$ cat config.mk
export PLATFORM = sky130hd
export DESIGN_NAME = async_bus_seq
export DESIGN_NICKNAME = d
export VERILOG_FILES = /design/src/rtl/async_bus_pkg.sv /design/src/rtl/async_bus_cfg_regs.sv /design/src/rtl/async_bus_rdy_sync.sv /design/src/rtl/async_bus_fsm.sv /design/src/rtl/async_bus_seq.sv
export SDC_FILE = /design/constraint.sdc
export NUM_CORES = 1
export LEC_CHECK = 0
export ABC_AREA = 1
export BUFFER_PORTS_ARGS = -buffer_cell sky130_fd_sc_hd__buf_2
export CAP_MARGIN = 20
export CORE_MARGIN = 2
export CORE_UTILIZATION = 45
export DETAILED_ROUTE_END_ITERATION = 8
export PLACE_DENSITY = 0.69
export SLEW_MARGIN = 10
export SYNTH_ARGS = -nofsm -noshare
export SYNTH_HDL_FRONTEND = slang
export SYNTH_SLANG_ARGS = --single-unit
$ cat constraint.sdc
create_clock -name clk -period 2.6 [get_ports clk]
set_input_delay 0.13 -clock clk [delete_from_list [all_inputs] [get_ports clk]]
set_output_delay 0.13 -clock clk [all_outputs]
set_load 0.03 [all_outputs]
$ cat src/rtl/async_bus_pkg.sv
// Package: shared types and helpers for the asynchronous bus sequencer.
// Assumes a 32-bit internal data path; field positions are fixed by the
// configuration word layout that software programs.
package async_bus_pkg;

    localparam int          DW        = 32;
    localparam logic [31:0] CFG_RESET = 32'h3FFF_FFF2;
    localparam int          CFG_BASE  = 'h10;

    // One region's configuration word, packed MSB first.
    typedef struct packed {
        logic       rdy_sync;   // [31]    1: ready sampled through one stage
        logic       rdy_wait;   // [30]    1: strobe stretched by ready
        logic [3:0] w_su;       // [29:26]
        logic [5:0] w_stb;      // [25:20]
        logic [2:0] w_hld;      // [19:17]
        logic [3:0] r_su;       // [16:13]
        logic [5:0] r_stb;      // [12:7]
        logic [2:0] r_hld;      // [6:4]
        logic [1:0] rsvd;       // [3:2]
        logic [1:0] width;      // [1:0]   00: 8, 01: 16, 1x: 32 bits
    } bank_cfg_t;

    typedef enum logic [2:0] {
        SQ_IDLE, SQ_SETUP, SQ_STROBE, SQ_WAIT, SQ_HOLD
    } seq_state_t;

    // Keeps only the bytes that a region of the given width carries.
    function automatic logic [DW-1:0] lane_mask(input logic [DW-1:0] d,
                                                input logic [1:0] w);
        logic [DW-1:0] r;
        unique case (w)
            2'b00:   r = {24'h0, d[7:0]};
            2'b01:   r = {16'h0, d[15:0]};
            default: r = d;
        endcase
        return r;
    endfunction

endpackage

$ cat src/rtl/async_bus_cfg_regs.sv
// Module: holds one configuration word per chip-select region.
// Assumes byte offsets CFG_BASE + 4*i; reserved bits [3:2] are stored as 0.
module async_bus_cfg_regs
    import async_bus_pkg::*;
#(
    parameter int NBANK  = 4,
    parameter int CFG_AW = 8
) (
    input  logic                        clk,
    input  logic                        rst_n,
    input  logic                        cfg_we,
    input  logic [CFG_AW-1:0]           cfg_addr,
    input  logic [31:0]                 cfg_wdata,
    output logic [31:0]                 cfg_rdata,
    output bank_cfg_t [NBANK-1:0]       cfg_q
);

    for (genvar i = 0; i < NBANK; i++) begin : g_bank
        localparam int OFFS = CFG_BASE + 4 * i;
        logic hit;
        assign hit = (int'(cfg_addr) == OFFS);

        // Store a new word on a write hit, with the reserved bits cleared.
        always_ff @(posedge clk) begin
            if (!rst_n) begin
                cfg_q[i] <= bank_cfg_t'(CFG_RESET);
            end else if (cfg_we && hit) begin
                cfg_q[i] <= bank_cfg_t'({cfg_wdata[31:4], 2'b00, cfg_wdata[1:0]});
            end
        end
    end

    // Return the word at the addressed offset, zero elsewhere.
    always_comb begin
        cfg_rdata = '0;
        for (int i = 0; i < NBANK; i++) begin
            if (int'(cfg_addr) == CFG_BASE + 4 * i) cfg_rdata = cfg_q[i];
        end
    end

endmodule

$ cat src/rtl/async_bus_rdy_sync.sv
// Module: brings the active-low ready input into the clock domain.
// Assumes the chain runs continuously; sel_one picks the first stage
// (synchronous device) or the second (asynchronous device).
module async_bus_rdy_sync (
    input  logic clk,
    input  logic rst_n,
    input  logic rdy_n_in,
    input  logic sel_one,
    output logic rdy_act
);

    logic stage1_n, stage2_n;

    // Shift ready through two flops; both reset to inactive.
    always_ff @(posedge clk) begin
        if (!rst_n) begin
            stage1_n <= 1'b1;
            stage2_n <= 1'b1;
        end else begin
            stage1_n <= rdy_n_in;
            stage2_n <= stage1_n;
        end
    end

    // Pick the tap that the region's mode asks for.
    assign rdy_act = sel_one ? !stage1_n : !stage2_n;

endmodule

$ cat src/rtl/async_bus_fsm.sv
// Module: sequences one external transfer through setup, strobe, an
// optional ready wait, and hold. Assumes the region's configuration is
// valid on cfg_sel in the cycle the request is taken; it is copied then.
module async_bus_fsm
    import async_bus_pkg::*;
#(
    parameter int NBANK = 4,
    parameter int AW    = 24,
    localparam int BW   = (NBANK > 1) ? $clog2(NBANK) : 1
) (
    input  logic             clk,
    input  logic             rst_n,
    input  logic             req_valid,
    input  logic             req_write,
    input  logic [BW-1:0]    req_bank,
    input  logic [AW-1:0]    req_addr,
    input  logic [DW-1:0]    req_wdata,
    input  bank_cfg_t        cfg_sel,
    input  logic             rdy_act,
    input  logic [DW-1:0]    ext_din,
    output logic             rdy_one_stage,
    output logic             req_idle,
    output logic             done,
    output logic [DW-1:0]    rd_data,
    output logic [NBANK-1:0] ext_cs_n,
    output logic             ext_rd_n,
    output logic             ext_wr_n,
    output logic [AW-1:0]    ext_addr,
    output logic [DW-1:0]    ext_dout,
    output logic             ext_dout_en
);

    seq_state_t state;
    logic [5:0] cnt;
    logic [BW-1:0] bank_q;
    logic write_q;
    logic [AW-1:0] addr_q;
    logic [DW-1:0] wdata_q;
    logic [DW-1:0] rdata_q;
    bank_cfg_t cfg_l;
    logic strobe_on, active, cnt_zero;
    logic [5:0] hold_len, stb_len;

    assign cnt_zero = (cnt == '0);
    assign hold_len = write_q ? {3'b0, cfg_l.w_hld} : {3'b0, cfg_l.r_hld};
    assign stb_len  = write_q ? cfg_l.w_stb : cfg_l.r_stb;

    // Step the phase machine and its down-counter.
    always_ff @(posedge clk) begin
        if (!rst_n) begin
            state   <= SQ_IDLE;
            cnt     <= '0;
            bank_q  <= '0;
            write_q <= 1'b0;
            addr_q  <= '0;
            wdata_q <= '0;
            rdata_q <= '0;
            cfg_l   <= bank_cfg_t'(CFG_RESET);
        end else begin
            unique case (state)
                SQ_IDLE: begin
                    if (req_valid) begin
                        bank_q  <= req_bank;
                        write_q <= req_write;
                        addr_q  <= req_addr;
                        wdata_q <= req_wdata;
                        cfg_l   <= cfg_sel;
                        cnt     <= req_write ? {2'b0, cfg_sel.w_su} : {2'b0, cfg_sel.r_su};
                        state   <= SQ_SETUP;
                    end
                end
                SQ_SETUP: begin
                    if (cnt_zero) begin
                        cnt   <= stb_len;
                        state <= SQ_STROBE;
                    end else begin
                        cnt <= cnt - 6'd1;
                    end
                end
                SQ_STROBE: begin
                    if (!cnt_zero) begin
                        cnt <= cnt - 6'd1;
                    end else if (!cfg_l.rdy_wait || rdy_act) begin
                        if (!write_q) rdata_q <= lane_mask(ext_din, cfg_l.width);
                        cnt   <= hold_len;
                        state <= SQ_HOLD;
                    end else begin
                        state <= SQ_WAIT;
                    end
                end
                SQ_WAIT: begin
                    if (rdy_act) begin
                        if (!write_q) rdata_q <= lane_mask(ext_din, cfg_l.width);
                        cnt   <= hold_len;
                        state <= SQ_HOLD;
                    end
                end
                SQ_HOLD: begin
                    if (cnt_zero) state <= SQ_IDLE;
                    else          cnt   <= cnt - 6'd1;
                end
                default: state <= SQ_IDLE;
            endcase
        end
    end

    // Decode bus pins from the phase and the latched transfer.
    always_comb begin
        active    = (state != SQ_IDLE);
        strobe_on = (state == SQ_STROBE) || (state == SQ_WAIT);
        ext_cs_n  = '1;
        if (active) ext_cs_n[bank_q] = 1'b0;
    end

    assign ext_rd_n      = !(strobe_on && !write_q);
    assign ext_wr_n      = !(strobe_on && write_q);
    assign ext_addr      = addr_q;
    assign ext_dout      = lane_mask(wdata_q, cfg_l.width);
    assign ext_dout_en   = active && write_q;
    assign req_idle      = !active;
    assign done          = (state == SQ_HOLD) && cnt_zero;
    assign rd_data       = rdata_q;
    assign rdy_one_stage = cfg_l.rdy_sync;

endmodule

$ cat src/rtl/async_bus_seq.sv
// Module: top of the asynchronous bus sequencer; joins the configuration
// store, the ready resynchroniser and the phase machine. Assumes a single
// requester that waits for req_idle.
module async_bus_seq
    import async_bus_pkg::*;
#(
    parameter int NBANK  = 4,
    parameter int AW     = 24,
    parameter int CFG_AW = 8,
    localparam int BW    = (NBANK > 1) ? $clog2(NBANK) : 1
) (
    input  logic              clk,
    input  logic              rst_n,
    input  logic              cfg_we,
    input  logic [CFG_AW-1:0] cfg_addr,
    input  logic [31:0]       cfg_wdata,
    output logic [31:0]       cfg_rdata,
    input  logic              req_valid,
    input  logic              req_write,
    input  logic [BW-1:0]     req_bank,
    input  logic [AW-1:0]     req_addr,
    input  logic [31:0]       req_wdata,
    output logic              req_idle,
    output logic              done,
    output logic [31:0]       rd_data,
    output logic [NBANK-1:0]  ext_cs_n,
    output logic              ext_rd_n,
    output logic              ext_wr_n,
    output logic [AW-1:0]     ext_addr,
    output logic [31:0]       ext_dout,
    output logic              ext_dout_en,
    input  logic [31:0]       ext_din,
    input  logic              ext_rdy_n
);

    bank_cfg_t [NBANK-1:0] cfg_q;
    logic rdy_act, rdy_one_stage;

    async_bus_cfg_regs #(.NBANK(NBANK), .CFG_AW(CFG_AW)) u_regs (
        .clk(clk), .rst_n(rst_n), .cfg_we(cfg_we), .cfg_addr(cfg_addr),
        .cfg_wdata(cfg_wdata), .cfg_rdata(cfg_rdata), .cfg_q(cfg_q)
    );

    async_bus_rdy_sync u_rdy (
        .clk(clk), .rst_n(rst_n), .rdy_n_in(ext_rdy_n),
        .sel_one(rdy_one_stage), .rdy_act(rdy_act)
    );

    async_bus_fsm #(.NBANK(NBANK), .AW(AW)) u_fsm (
        .clk(clk), .rst_n(rst_n), .req_valid(req_valid), .req_write(req_write),
        .req_bank(req_bank), .req_addr(req_addr), .req_wdata(req_wdata),
        .cfg_sel(cfg_q[req_bank]), .rdy_act(rdy_act), .ext_din(ext_din),
        .rdy_one_stage(rdy_one_stage), .req_idle(req_idle), .done(done),
        .rd_data(rd_data), .ext_cs_n(ext_cs_n), .ext_rd_n(ext_rd_n),
        .ext_wr_n(ext_wr_n), .ext_addr(ext_addr), .ext_dout(ext_dout),
        .ext_dout_en(ext_dout_en)
    );

endmodule

* Word level (Yosys, flattened, before mapping)
Cells that the tools add are included.
** Storage, ports and cells
- Register bits :: 244
** Cells by class
- Muxes and demuxes :: 34
- Reduce and logical (&&, ||, !) cells :: 28
- $lt $le $gt $ge :: 3
- Equal/unequal tests :: 17
- Add/subtract/negate cells :: 1
- Bitwise gates (word level) :: 1
** Operators by type and width (count)
- two-way mux 32 bit :: 9
- case mux 32 bit (2 select lines) :: 3
- binary-select mux 32 bit (select 2 bit) :: 1
- two-way mux 6 bit :: 7
- equality test 8 x 6 -> 1 bit (second input constant) :: 4
- case mux 6 bit (5 select lines) :: 1
- two-way mux 3 bit :: 7
- case mux 3 bit (5 select lines) :: 1
- inequality test 2 x 1 -> 1 bit (second input constant) :: 5
- AND reduction 5 bit :: 2
- logical AND 1 bit :: 9
- two-way mux 4 bit :: 2
- zero test 1 bit :: 7
- equality test 3 x 2 -> 1 bit (second input constant) :: 2
- zero test 6 bit :: 1
- < comparator 2 x 3 -> 1 bit (second input constant) :: 2
- subtractor 6 x 1 -> 6 bit (second input constant) :: 1
- nonzero test 5 bit :: 1
- inequality test 2 bit (second input constant) :: 2
- inverter 4 bit :: 1
- AND reduction 4 bit :: 1
- equality test 3 x 1 -> 1 bit (second input constant) :: 1
- equality test 3 bit (second input constant) :: 1
- zero test 3 bit :: 1
- other kinds (10) :: 12

* Longest topological paths before layout
Gate-level depths: netlist (run 1).
- Depth after elaboration :: 6
- Depth in mapped cells :: 11
- Depth with buffers taken out :: 11

* Modules after synthesis
Synthesis (run 1) repeated with hierarchy kept, for this count alone.
** Unflattened totals
- Cells, all modules :: 1916
- Area total of the unflattened synthesis :: 12255.5 sq um
** By module, submodules not included
- async_bus_fsm :: cells an instance 767, times used 1, area each 5421.4 sq um
- async_bus_cfg_regs :: cells an instance 764, times used 1, area each 5197.5 sq um
- async_bus_seq :: cells an instance 374, times used 1, area each 1562.7 sq um
- async_bus_rdy_sync :: cells an instance 11, times used 1, area each 73.8 sq um

* Worst setup path after synthesis (run 1)
OpenSTA, ideal clock, no wires.
- Path kind :: register to register
- Start point :: register u_fsm.state[1]
- End point :: register u_fsm.cfg_l[4] (netlist bit)
- Buffers on the path :: 2
- Setup slack :: 1039 ps
- Arrival :: 1482 ps
- Library setup time :: 79 ps
- Cell stages (with the launch flop) :: 10
- Path through :: dfxtp_1 -> inv_1 -> nand2_1 -> nor2_4 -> nand2_2 -> inv_2 -> buf_2 -> buf_2 -> nand3_1 -> o211ai_1
** On the way
- Cells in the longest elaborated chain, start to end :: 2
** RTL lines
- from (decl) :: RTL line async_bus_fsm.sv:33 : seq_state_t state;
- from (signal assigned) :: RTL line async_bus_fsm.sv:51 : state <= SQ_IDLE;
- from (signal assigned) :: RTL line async_bus_fsm.sv:69 : state <= SQ_SETUP;
- from (signal assigned) :: RTL line async_bus_fsm.sv:75 : state <= SQ_STROBE;
- zero test 3 bit :: RTL line async_bus_fsm.sv:60 : unique case (state)
- AND reduction 2 bit (no line)
- to (signal assigned) :: RTL line async_bus_fsm.sv:58 : cfg_l <= bank_cfg_t'(CFG_RESET);
- to (signal assigned) :: RTL line async_bus_fsm.sv:67 : cfg_l <= cfg_sel;
- to (decl) :: RTL line async_bus_fsm.sv:40 : bank_cfg_t cfg_l;
Every way passes these cells.
A chain may end at the register's enable or synchronous reset.

* Final worst setup path (run 1)
- Start point :: register u_fsm.cnt[0]
- End point :: register u_fsm.rdata_q[19] (netlist: u_fsm.rd_data[19])
** On the way
- Cells in the longest elaborated chain, start to end :: 3
** RTL lines
- from (decl) :: RTL line async_bus_fsm.sv:34 : logic [5:0] cnt;
- from (signal assigned) :: RTL line async_bus_fsm.sv:68 : cnt <= req_write ? {2'b0, cfg_sel.w_su} : {2'b0, cfg_sel.r_su};
- from (signal assigned) :: RTL line async_bus_fsm.sv:74 : cnt <= stb_len;
- from (signal assigned) :: RTL line async_bus_fsm.sv:77 : cnt <= cnt - 6'd1;
- zero test 6 bit :: RTL line async_bus_fsm.sv:44 : assign cnt_zero = (cnt == '0);
- inequality test 2 x 1 -> 1 bit (no line)
- AND reduction 4 bit (no line)
- to (signal assigned) :: RTL line async_bus_fsm.sv:84 : if (!write_q) rdata_q <= lane_mask(ext_din, cfg_l.width);
- to (signal assigned) :: RTL line async_bus_fsm.sv:93 : if (!write_q) rdata_q <= lane_mask(ext_din, cfg_l.width);
- to (decl) :: RTL line async_bus_fsm.sv:39 : logic [DW-1:0] rdata_q;
Every way passes these cells.

==> results of run 1 <==
## cells in the mapped netlist, types with 14 or more instances
cell / count
dfxtp_1: 244
buf_4: 23
inv_1: 89
nand4_1: 30
clkbuf_1: 73
o21ai_0: 56
o211ai_1: 14
nor2_1: 95
buf_2: 20
nand3_1: 168
nand2_1: 651
a21oi_1: 139
## critical path, cell delays in order (launching register included)
cell	delay, ns
dfxtp_1	0.32
inv_1	0.09
ha_1	0.20
nand3_1	0.25
a21oi_1	0.24
nand2_2	0.10
inv_2	0.42
nand3_1	0.18
a21oi_1	0.19
## kinds of logic (layout without fill, tap and decap cells)
family          count (synthesis)  in the layout  share of synthesized area [%]
simple gates                  961            961                          36.06
flops                         244            244                          44.02
compound gates                226            226                          11.09
buf+inv                       222            555                          8.513
fa+ha+maj                       1              1                         0.1127
other cells                     1              2                        0.03379
xor+xnor                        1              1                        0.07894
mux                             1              1                        0.09021
## power groups by stage
stage	Sequential (W)	Clock [W]	Combinational [W]
after global routing	0.00444	0.00416	0.00382
after CTS	0.00438	0.00400	0.00345
after global placement	0.00445	0	0.00326
final	0.00439	0.00393	0.00348
after floorplan	0.00472	0	0.00210
after detailed placement	0.00446	0	0.00330
## final timing paths
| check | start | endpoint | slack (ns) |
|---|---|---|---|
| worst max-delay path | u_fsm.cnt[0] | u_fsm.rd_data[19] | 0.54 |
| worst min register to register | u_fsm.wdata_q[13] | u_fsm.wdata_q[13] | 0.45 |
| worst min-delay path | ext_din[10] | u_fsm.rd_data[10] | 0.03 |
| worst max register to register | u_fsm.cnt[0] | u_fsm.rd_data[19] | 0.54 |
## layout make-up
type	instances	area [sq um]	area share, %
Tap cell	324	405.4	2.773
Sequential cell	244	4885	33.42
Multi-Input combinational cell	1192	5283	36.14
Clock buffer	37	783.3	5.358
Timing Repair Buffer	405	2748	18.80
Clock inverter	12	135.1	0.9244
Inverter	101	379.1	2.594
## registers in the layout, summed over array words and instances (netlist names)
name / flops
u_fsm.write_q: 1
u_fsm.cnt: 6
u_fsm.ext_addr: 24
u_fsm.rd_data: 32
u_regs.cfg_q: 120
u_rdy.stage1_n: 1
u_fsm.state: 3
u_fsm.cfg_l: 21
u_fsm.wdata_q: 32
u_fsm.rdy_one_stage: 1
u_fsm.bank_q: 2
u_rdy.stage2_n: 1
## per-layer routing
layer / vias up / track usage, % / part of all wire, %
li1: 5939 / - / -
met1: 5615 / 35.13 / 41
met2: 574 / 47.87 / 47
met3: 82 / 3.595 / 8.5
met4: 0 / 9.943 / 2.8
met5: - / 0 / 0
## stage by stage
stage                     util [%]  area (sq um)  setup slack (ns)  hold WS, ns
final                        60.28         14620            0.5382      0.02929
after global routing         60.28         14620            0.3555      0.05024
after CTS                    60.28         14620            0.6171      0.01977
after detailed placement     51.67         12530            0.6323       0.3208
after global placement       51.67         12530            0.6513       0.3232
after floorplan                  -         11100             1.039       0.2366
## placed cells by master, fill, tap and decap left out, types with 5 or more instances in the layout
master	count
nand2_1	651
clkinv_2	9
nand4_1	30
nand3_1	168
nor2_1	95
buf_2	259
clkbuf_16	27
inv_1	88
inv_2	13
clkbuf_8	7
dfxtp_1	244
a21oi_1	139
buf_4	24
o211ai_1	14
buf_12	5
dlygate4sd3_1	117
a221o_1	11
o21ai_0	56
==> results.md, run 1 <==
- Status: finished clean
- Yosys warnings: 0
- Clk pwr share: 33.3%
- Hold-fix buffers at CTS: around 120
- P_leak: 7.307 nW
- Setup violators final: 0
- Synth Flop Type: dfxtp_1
- DR WL/cell: 15.84 um
- Port bufs: 260
- Reg power frac: 37.2%
- Tot GR Track Use: ~28%
- I/O pin cnt: 265
- Initial Utilization: 45.76%
- Asr flop ratio synth: 0%
- First-pass GRT wire length: 58770 um
- Combinational share of power: 29.5%
- Ratio of cells with drive above 1 in the final layout: 18.23%
- Final wirelength: between 30000 and 40000 um
- Int Power: 0.007644 W
- CTS Buffer Depth: 3
- Switching Fraction: 35.24%
- Synth top area cells: dfxtp_1 (44%), nand2_1 (22%), nand3_1 (7.6%)
- Nets: 2108
- Drt pass-1 iters: 8
- Antenna violations before repair: 0
- Mapped Cells: 1657
- Worst rel slew slack: between 30% and 40%
- Post-route antenna net violation count: 0
- Fin. max-slew vios: 0
- Sw power: 0.004159 W
- Crit path capture type: flip-flop
- Critical path arrival: 2.51 ns
- H-Tree Depth: 1
- Total gr overflow: 0
- CTS sink cnt: approximately 240
- Core area: 24250 sq um
- Row count: 57
- Syn Area/Cell: 6.697 sq um
- Worst vdd ir: 0.0004866 V
- Sequential share of the synthesized area: 44.02%
- Library cells used by synthesis: 31
- CP max FO: 32
- Min-Delay Path Depth: 5
- CTS tree: built
- Worst slew pin tran: 1.020 ns
- Clock buffer count from CTS: 27
- HP Class: in2reg
- Largest net degree at the start of global routing: 153
- Vias/cell: about 5.3
- Worst clock skew: 0.01404 ns
- CTS clk-pin slew, worst paths: ~0.060 ns
- Post-DP HPWL: 21550 um
- Final instance count without filler cells: about 2300
- Fmax: 485.0 MHz
- Unrepaired setup endpoints after global routing: false
- Total die area: 25930 sq um
- Die Y-Extent: 161.0 um
- EDFF count, synth: 0
- Post-CTS setup repair buffer count: 0
- Fin crit share: 79.30%
- Crit path time final: 2.062 ns
- DRC errors left: 0
- Drt initial violations: 1196
- WP data required: between 3 and 4 ns
- Power density over the cells: about 810 nW/um^2
- Clk root buf: clkbuf_16
- Dpl cells: 2149
- Final Power: 0.01180 W
- Reg2Reg Depth: 8
- Antenna fix cells: 0
- Share of the synthesized area in the top cell type: 44.02%
- DR vias: ~12000
- Max_cap viols: 0
- Critical setup path kind: reg2reg
- Post-synthesis register bit count: 244
- Layout overhead on the synthesized area: 31.73%
- Final Hold Viols: 0
- Setup TNS Final: 0 ns
- Mapped cell area: 11100 sq um
- Cell taking the most area after synthesis: dfxtp_1
- Placer congestion estimate: 0.9134
- Die X: between 150 and 200 um
- Number of global-route vias before repair: 11481
- Post_cts resized: 0
- Clk Latency, worst-skew pair: between 0.5 and 0.6 ns
- Fill count: around 2200
- CP Launch Type: flip-flop
Power figures use the tool's default switching activity.
==> run 2: changes to the inputs <==
--- a/config.mk
+++ b/config.mk
@@ -11,7 +11,7 @@
 export CORE_MARGIN = 2
 export CORE_UTILIZATION = 45
 export DETAILED_ROUTE_END_ITERATION = 8
-export PLACE_DENSITY = 0.69
+export PLACE_DENSITY = 0.72
 export SLEW_MARGIN = 10
 export SYNTH_ARGS = -nofsm -noshare
 export SYNTH_HDL_FRONTEND = slang
==> constraint.sdc (replaced) <==
create_clock -name clk -period 1.8 [get_ports clk]
set_input_delay 0.09 -clock clk [delete_from_list [all_inputs] [get_ports clk]]
set_output_delay 0.09 -clock clk [all_outputs]
set_load 0.03 [all_outputs]
==> run 2 against run 1 <==
  * Flip-flop and latch count unchanged
  * Largest cell class unchanged
  * Clock skew grew 0.0046 ns
  * Highest routed layer unchanged
  * Register-to-register slack worse by 0.47 ns
  * Critical path type is now reg2out
==> results.md, run 2 (synthesis gave the netlist of run 1 again) <==
- DRC errors left: 0
- Post-DP HPWL: 23570 um
- Worst slew pin tran: 0.5838 ns
- Antenna fix cells: 0
- Final Hold Viols: 0
- Post-route antenna net violation count: 0
- Hold Crit Endpoint: u_regs.cfg_q[18]
- Number of global-route vias before repair: 11966
- Total die area: 25930 sq um
- Row count: 57
- Final Core Density: roughly three fifths
- CTS Buffer Depth: 3
- Core area: 24250 sq um
- Critical path cell sequence: inv_1, ha_4, nand3_1, buf_4, nor2_4, buf_6
- Fin crit share: 96.44%
- Max FFs per register: 120
- Final instance area: 15000 sq um
- CTS clk-pin slew, worst paths: 0.06 ns
- CTS tree: built
- Placed inst area: around 13000 sq um
- Port bufs: 260
- CP Launch Type: flip-flop
- Nets: 2143
- Die Y-Extent: 161.0 um
- Critical setup path kind: reg2out
- Met2 usage: between 40 and 50%
- H-Tree Depth: 1
- RR Startpoint: u_fsm.state[2]
- Buf/Inv on CP: 3
- DR WL/cell: 15.93 um
- Final instance count without filler cells: approximately 2300
- HP Class: in2reg
- CP max FO: 6
- Die X: about 160 um
- Vias/cell: 5.324
- Crit path capture type: primary output
- Placer congestion estimate: 0.9352
- Tot GR Track Use: 27.71%
- Worst rel slew slack: 61.02%
- Clk root buf: clkbuf_16
- Largest net degree at the start of global routing: 110
- M3 GR Usage: 4.006%
- Worst vdd ir: 0.0007183 V
- Slowest stage delay, CP: between 0.3 and 0.4 ns
- Worst clock skew: 0.01863 ns
- GRT Max-Usage Layer: met2
- WP data required: 1.71 ns
- Commonest non-fill, non-tap cells in the layout: nand2_1 (650), buf_2 (256), dfxtp_1 (241), nand3_1 (167), a21oi_1 (139)
- Top cell family by delay on the critical path: buffers and inverters
- Layout overhead on the synthesized area: 35.21%
- Critical path arrival: 1.65 ns
- Fin. max-slew vios: 0
- Crit path time final: 1.736 ns
- Antenna violations before repair: 0
- Clk Latency, worst-skew pair: 0.53 ns
- Total gr overflow: 0
- Drt initial violations: 1238
- Setup violators final: 0
- Worst R2R Setup Slack: 0.07 ns
- Drt pass-1 iters: 6
- Most common cell after layout, fill and taps aside: nand2_1
- Dpl cells: approximately 2200
- Largest Register: u_regs.cfg_q
- Slowest CP cell: dfxtp_1
- P_leak: 7.490 nW
- Status: finished clean
- Final wirelength: approximately 37000 um
- Clock buffer count from CTS: 27
- Power density over the cells: 1151 nW/um^2
- DR vias: 12507
- Critical hold path startpoint: cfg_we
- CTS sink cnt: around 240
- Fmax: 576.1 MHz
- Reg2Reg Depth: 9
- RR Endpoint: u_fsm.cnt[2]
- Min-Delay Path Depth: 4
- Initial Utilization: a little under half
- First-pass GRT wire length: 59600 um
- Ratio of cells with drive above 1 in the final layout: 19.56%
- I/O pin cnt: roughly 270
- Max_cap viols: 0
- Final hold slack: 0.04723 ns
- Setup TNS Final: 0 ns
- Met1 Usage GRT: 33.62%
-- run 2: cell count changes in the layout (fill, tap and decap cells not counted), moves of 4 or more --
cell           before  now
buf_4              24   46
buf_12              5   13
clkbuf_1            3    7
clkinv_2            9    5
dlygate4sd3_1     117  121
-- run 2: worst max path at each step --
stage | start | to | slack (ns) | depth (start not counted)
floorplan | u_fsm.state[1] | u_fsm.cfg_l[4] | 0.24 | 9
detailed placement | u_fsm.rdy_one_stage | u_fsm.rd_data[2] | 0.08 | 9
global route | u_fsm.state[1] | ext_cs_n[2] | -0.01 | 6
finish | u_fsm.cnt[0] | done | 0.06 | 6
global placement | u_fsm.state[2] | u_fsm.cnt[2] | 0.11 | 9
CTS | u_fsm.state[1] | ext_dout_en | 0.003 | 6
-- run 2: worst min-delay path: stages --
cell,delay (ns)
buf_2,0.12
nand2_1,0.18
nand2_1,0.08
nand3_1,0.07
-- run 2: final cells by class --
class                      instances  area (sq um)
timing repair buffer             440          3136
fill                            2147          9244
clock buffer                      41         798.3
clock inverter                     7         85.08
sequential                       244          4888
inverter                         101         381.6
tap                              324         405.4
multi-input combinational       1192          5310
-- run 2: per-layer routing --
| metal | wire length, um | up-vias |
|---|---|---|
| met4 | 1484 | 0 |
| li1 | - | 6008 |
| met2 | 18170 | 610 |
| met1 | 14930 | 5769 |
| met5 | 0 | - |
| met3 | 2836 | 120 |
-- run 2: repair_timing --
item / CTS / global route
hold buffers: 121 / 0
gates resized for setup: 5 / 12
endpoints found under the setup margin: 5 / 45
buffers inserted: 1 / 0
hold endpoints to repair: 211 / 0
pin swaps: 2 / 1
-- run 2: report_power, final --
group	switching, W	internal, W	leakage (nW)	total [W]
Combinational	0.00358	0.00186	5.06	0.00544
Clock	0.00216	0.00332	0.439	0.00548
Sequential	0.000339	0.00601	1.99	0.00634
Total	0.00608	0.0112	7.49	0.0173
-- run 2: through the flow --
stage | total power, W | setup WS (ns)
2_1_floorplan | 0.009849 | 0.2390
3_3_place_gp | 0.01135 | 0.1139
3_5_place_dp | 0.01144 | 0.07643
4_1_cts | 0.01721 | 0.003049
5_1_grt | 0.01812 | -0.01252
6_report | 0.01726 | 0.06405
==> run 3: changes to the inputs <==
--- a/config.mk
+++ b/config.mk
@@ -5,13 +5,13 @@
 export SDC_FILE = /design/constraint.sdc
 export NUM_CORES = 1
 export LEC_CHECK = 0
-export ABC_AREA = 1
 export BUFFER_PORTS_ARGS = -buffer_cell sky130_fd_sc_hd__buf_2
 export CAP_MARGIN = 20
 export CORE_MARGIN = 2
 export CORE_UTILIZATION = 45
 export DETAILED_ROUTE_END_ITERATION = 8
 export PLACE_DENSITY = 0.72
+export SKIP_CTS_REPAIR_TIMING = 1
 export SLEW_MARGIN = 10
 export SYNTH_ARGS = -nofsm -noshare
 export SYNTH_HDL_FRONTEND = slang
==> run 3 against run 2 <==
  * The flow now finishes with violations (negative setup slack)
  * Total power down 15%
  * Maximum frequency down 16%
  * Sequential power down 7.4%
  * Clock-buffer cell count down 2
  * Via count down 9.7%
  * Combinational power down 38%
  * Routed wire length down 3.9%
  * Non-clock buffer count up 25
  * Critical endpoint is now u_fsm.rd_data[26]
  * Largest cell class unchanged
  * Largest power group unchanged
  * Highest routed layer unchanged
==> results.md, run 3 <==
- WP data required: between 2 and 2.5 ns
- Final Hold Viols: 0
- Fin. max-slew vios: 0
- Mapped Cells: 1321
- Fill count: 1888
- Total gr overflow: 0
- CTS tree: built
- I/O pin cnt: between 200 and 300
- Initial Utilization: 45.73%
- Unrepaired setup endpoints after global routing: true
- FF/Latch Area: 4903 sq um
- Fmax: 483.9 MHz
- Mapped cell area: 11120 sq um
- Share of the synthesized area in the top cell type: 43.92%
- Nets: 1835
- CP Launch Type: flip-flop
- Clock buffer count from CTS: 26
- Failing checks: negative setup slack
- P_leak: 6.795 nW
- Post-synthesis register bit count: 244
- Port bufs: 260
- Power density over the cells: 954.9 nW/um^2
- Worst slew pin tran: 0.6258 ns
- Total die area: 25990 sq um
- Most common cell after layout, fill and taps aside: nand2_1
- Synth Flop Type: dfxtp_1
- Ratio of cells with drive above 1 in the final layout: a little under a third
- Die X: 161.2 um
- CP max FO: 8
- Critical hold path startpoint: req_write
- Yosys warnings: 0
- Worst vdd ir: 0.0007680 V
- Sequential share of the synthesized area: between 40% and 50%
- Max FFs per register: 120
- Final Core Density: between 60% and 70%
- Worst clock skew: 0.007348 ns
- Clk Latency, worst-skew pair: 0.52 ns
- Drt initial violations: 1219
- Layout overhead on the synthesized area: 38.89%
- Vias/cell: 5.531
- H-Tree Depth: 1
- CTS Buffer Depth: 3
- Max_cap viols: 0
- Area of the multi-input gates: 5781 sq um
- Top-count cell post-synth: nand2_1
- CTS clk-pin slew, worst paths: 0.06 ns
- Largest net degree at the start of global routing: 137
- Worst Setup SP: u_fsm.cnt[0]
- Worst rel slew slack: 58.28%
- Syn Area/Cell: ~8.4 sq um
- Critical path arrival: 2.50 ns
- Clk root buf: clkbuf_16
- EDFF count, synth: 0
- Drt pass-1 iters: 7
- Crit path capture type: flip-flop
- Number of global-route vias before repair: 9836
- Row count: 57
- Post-route antenna net violation count: 0
- Final Power: 0.01475 W
- Critical setup path kind: reg2reg
- Final hold slack: 0.04206 ns
- Setup violators final: 36
- HP Class: in2reg
- Setup TNS Final: -4.503 ns
- Commonest non-fill, non-tap cells in the layout: nand2_1 (451), buf_2 (241), dfxtp_1 (231), nand3_1 (149), dlygate4sd3_1 (119)
- Fin crit share: 114.8%
- Tot GR Track Use: approximately a quarter
- Final instance area: 15450 sq um
- DR WL/cell: 17.63 um
- Most instantiated cells after synthesis: nand2_1 (454), dfxtp_1 (244), nand3_1 (154)
- CTS sink cnt: about 240
- Antenna violations before repair: 2
- Asr flop ratio synth: 0%
- DR vias: 11288
- RR Startpoint: u_fsm.cnt[0]
- Die Y-Extent: 161.2 um
- Worst setup margin: -0.2664 ns
- Status: finished with violations
- Post-DP HPWL: approximately 22000 um
- Final wirelength: 35970 um
- Library cells used by synthesis: 58
- Largest Register: u_regs.cfg_q
- First-pass GRT wire length: between 50000 and 60000 um
- Placed inst area: 12970 sq um
- Synth top area cells: dfxtp_1 (44%), nand2_1 (15%), mux4_2 (12%)
- Placer congestion estimate: 0.9592
- Crit path time final: 2.066 ns
- Cell taking the most area after synthesis: dfxtp_1
- DRC errors left: 0
- Core area: 24320 sq um
run 3: power breakdown:
| group | switching, W | internal [W] | total (W) |
|---|---|---|---|
| clock network | 0.00218 | 0.00334 | 0.00551 |
| registers | 0.000185 | 0.00568 | 0.00587 |
| logic | 0.00193 | 0.00144 | 0.00337 |
run 3: layer usage:
layer	vias up	wire length (um)	track usage, %
met5	-	0	0
met3	107	3151	4.366
met1	5352	14300	32.09
met2	598	17290	40.03
li1	5231	-	-
met4	0	1232	8.117
run 3: logic make-up (layout without fill, tap and decap cells):
group,Yosys count,count (layout),share of synthesized area (%)
buffers and inverters,123,516,5.625
muxes,76,76,13.65
AOI/OAI and AO/OA,160,160,7.897
adders and majority gates,1,1,0.1125
DFF,244,244,43.92
other,1,4,0.03372
and+or+nand+nor,714,714,28.61
xor gates and xnor gates,2,2,0.1575
run 3: metrics by stage:
stage | std cells | setup WS, ns
finish | 2041 | -0.2664
global route | 2041 | -0.3239
CTS | 1906 | -0.2965
detailed placement | 1861 | -0.06518
global placement | 1861 | -0.01966
floorplan | 1322 | 0.01692
run 3: area by class of cell:
class,instances,area share (%)
Antenna cell,2,0.03240
Clock buffer,39,5.184
Clock inverter,6,0.5427
Inverter,6,0.1539
Multi-Input combinational cell,955,37.42
Sequential cell,244,31.74
Tap cell,324,2.624
Timing Repair Buffer,465,22.30
run 3: worst paths after layout:
kind | slack, ns | end | cells past startpoint
setup / recovery | -0.27 | u_fsm.rd_data[26] | 11
hold / removal | 0.04 | u_fsm.write_q | 4
setup reg to reg | -0.27 | u_fsm.rd_data[26] | 11
hold reg to reg | 0.45 | u_fsm.wdata_q[26] | 2
run 3: critical path, cell delays in order, from the launching register on:
cell	delay [ns]
dfxtp_2	0.32
inv_2	0.07
ha_4	0.13
nor3b_4	0.27
buf_4	0.17
a21oi_4	0.06
buf_6	0.13
nor3_4	0.21
buf_12	0.15
clkbuf_16	0.15
nand3_1	0.09
a21oi_1	0.21
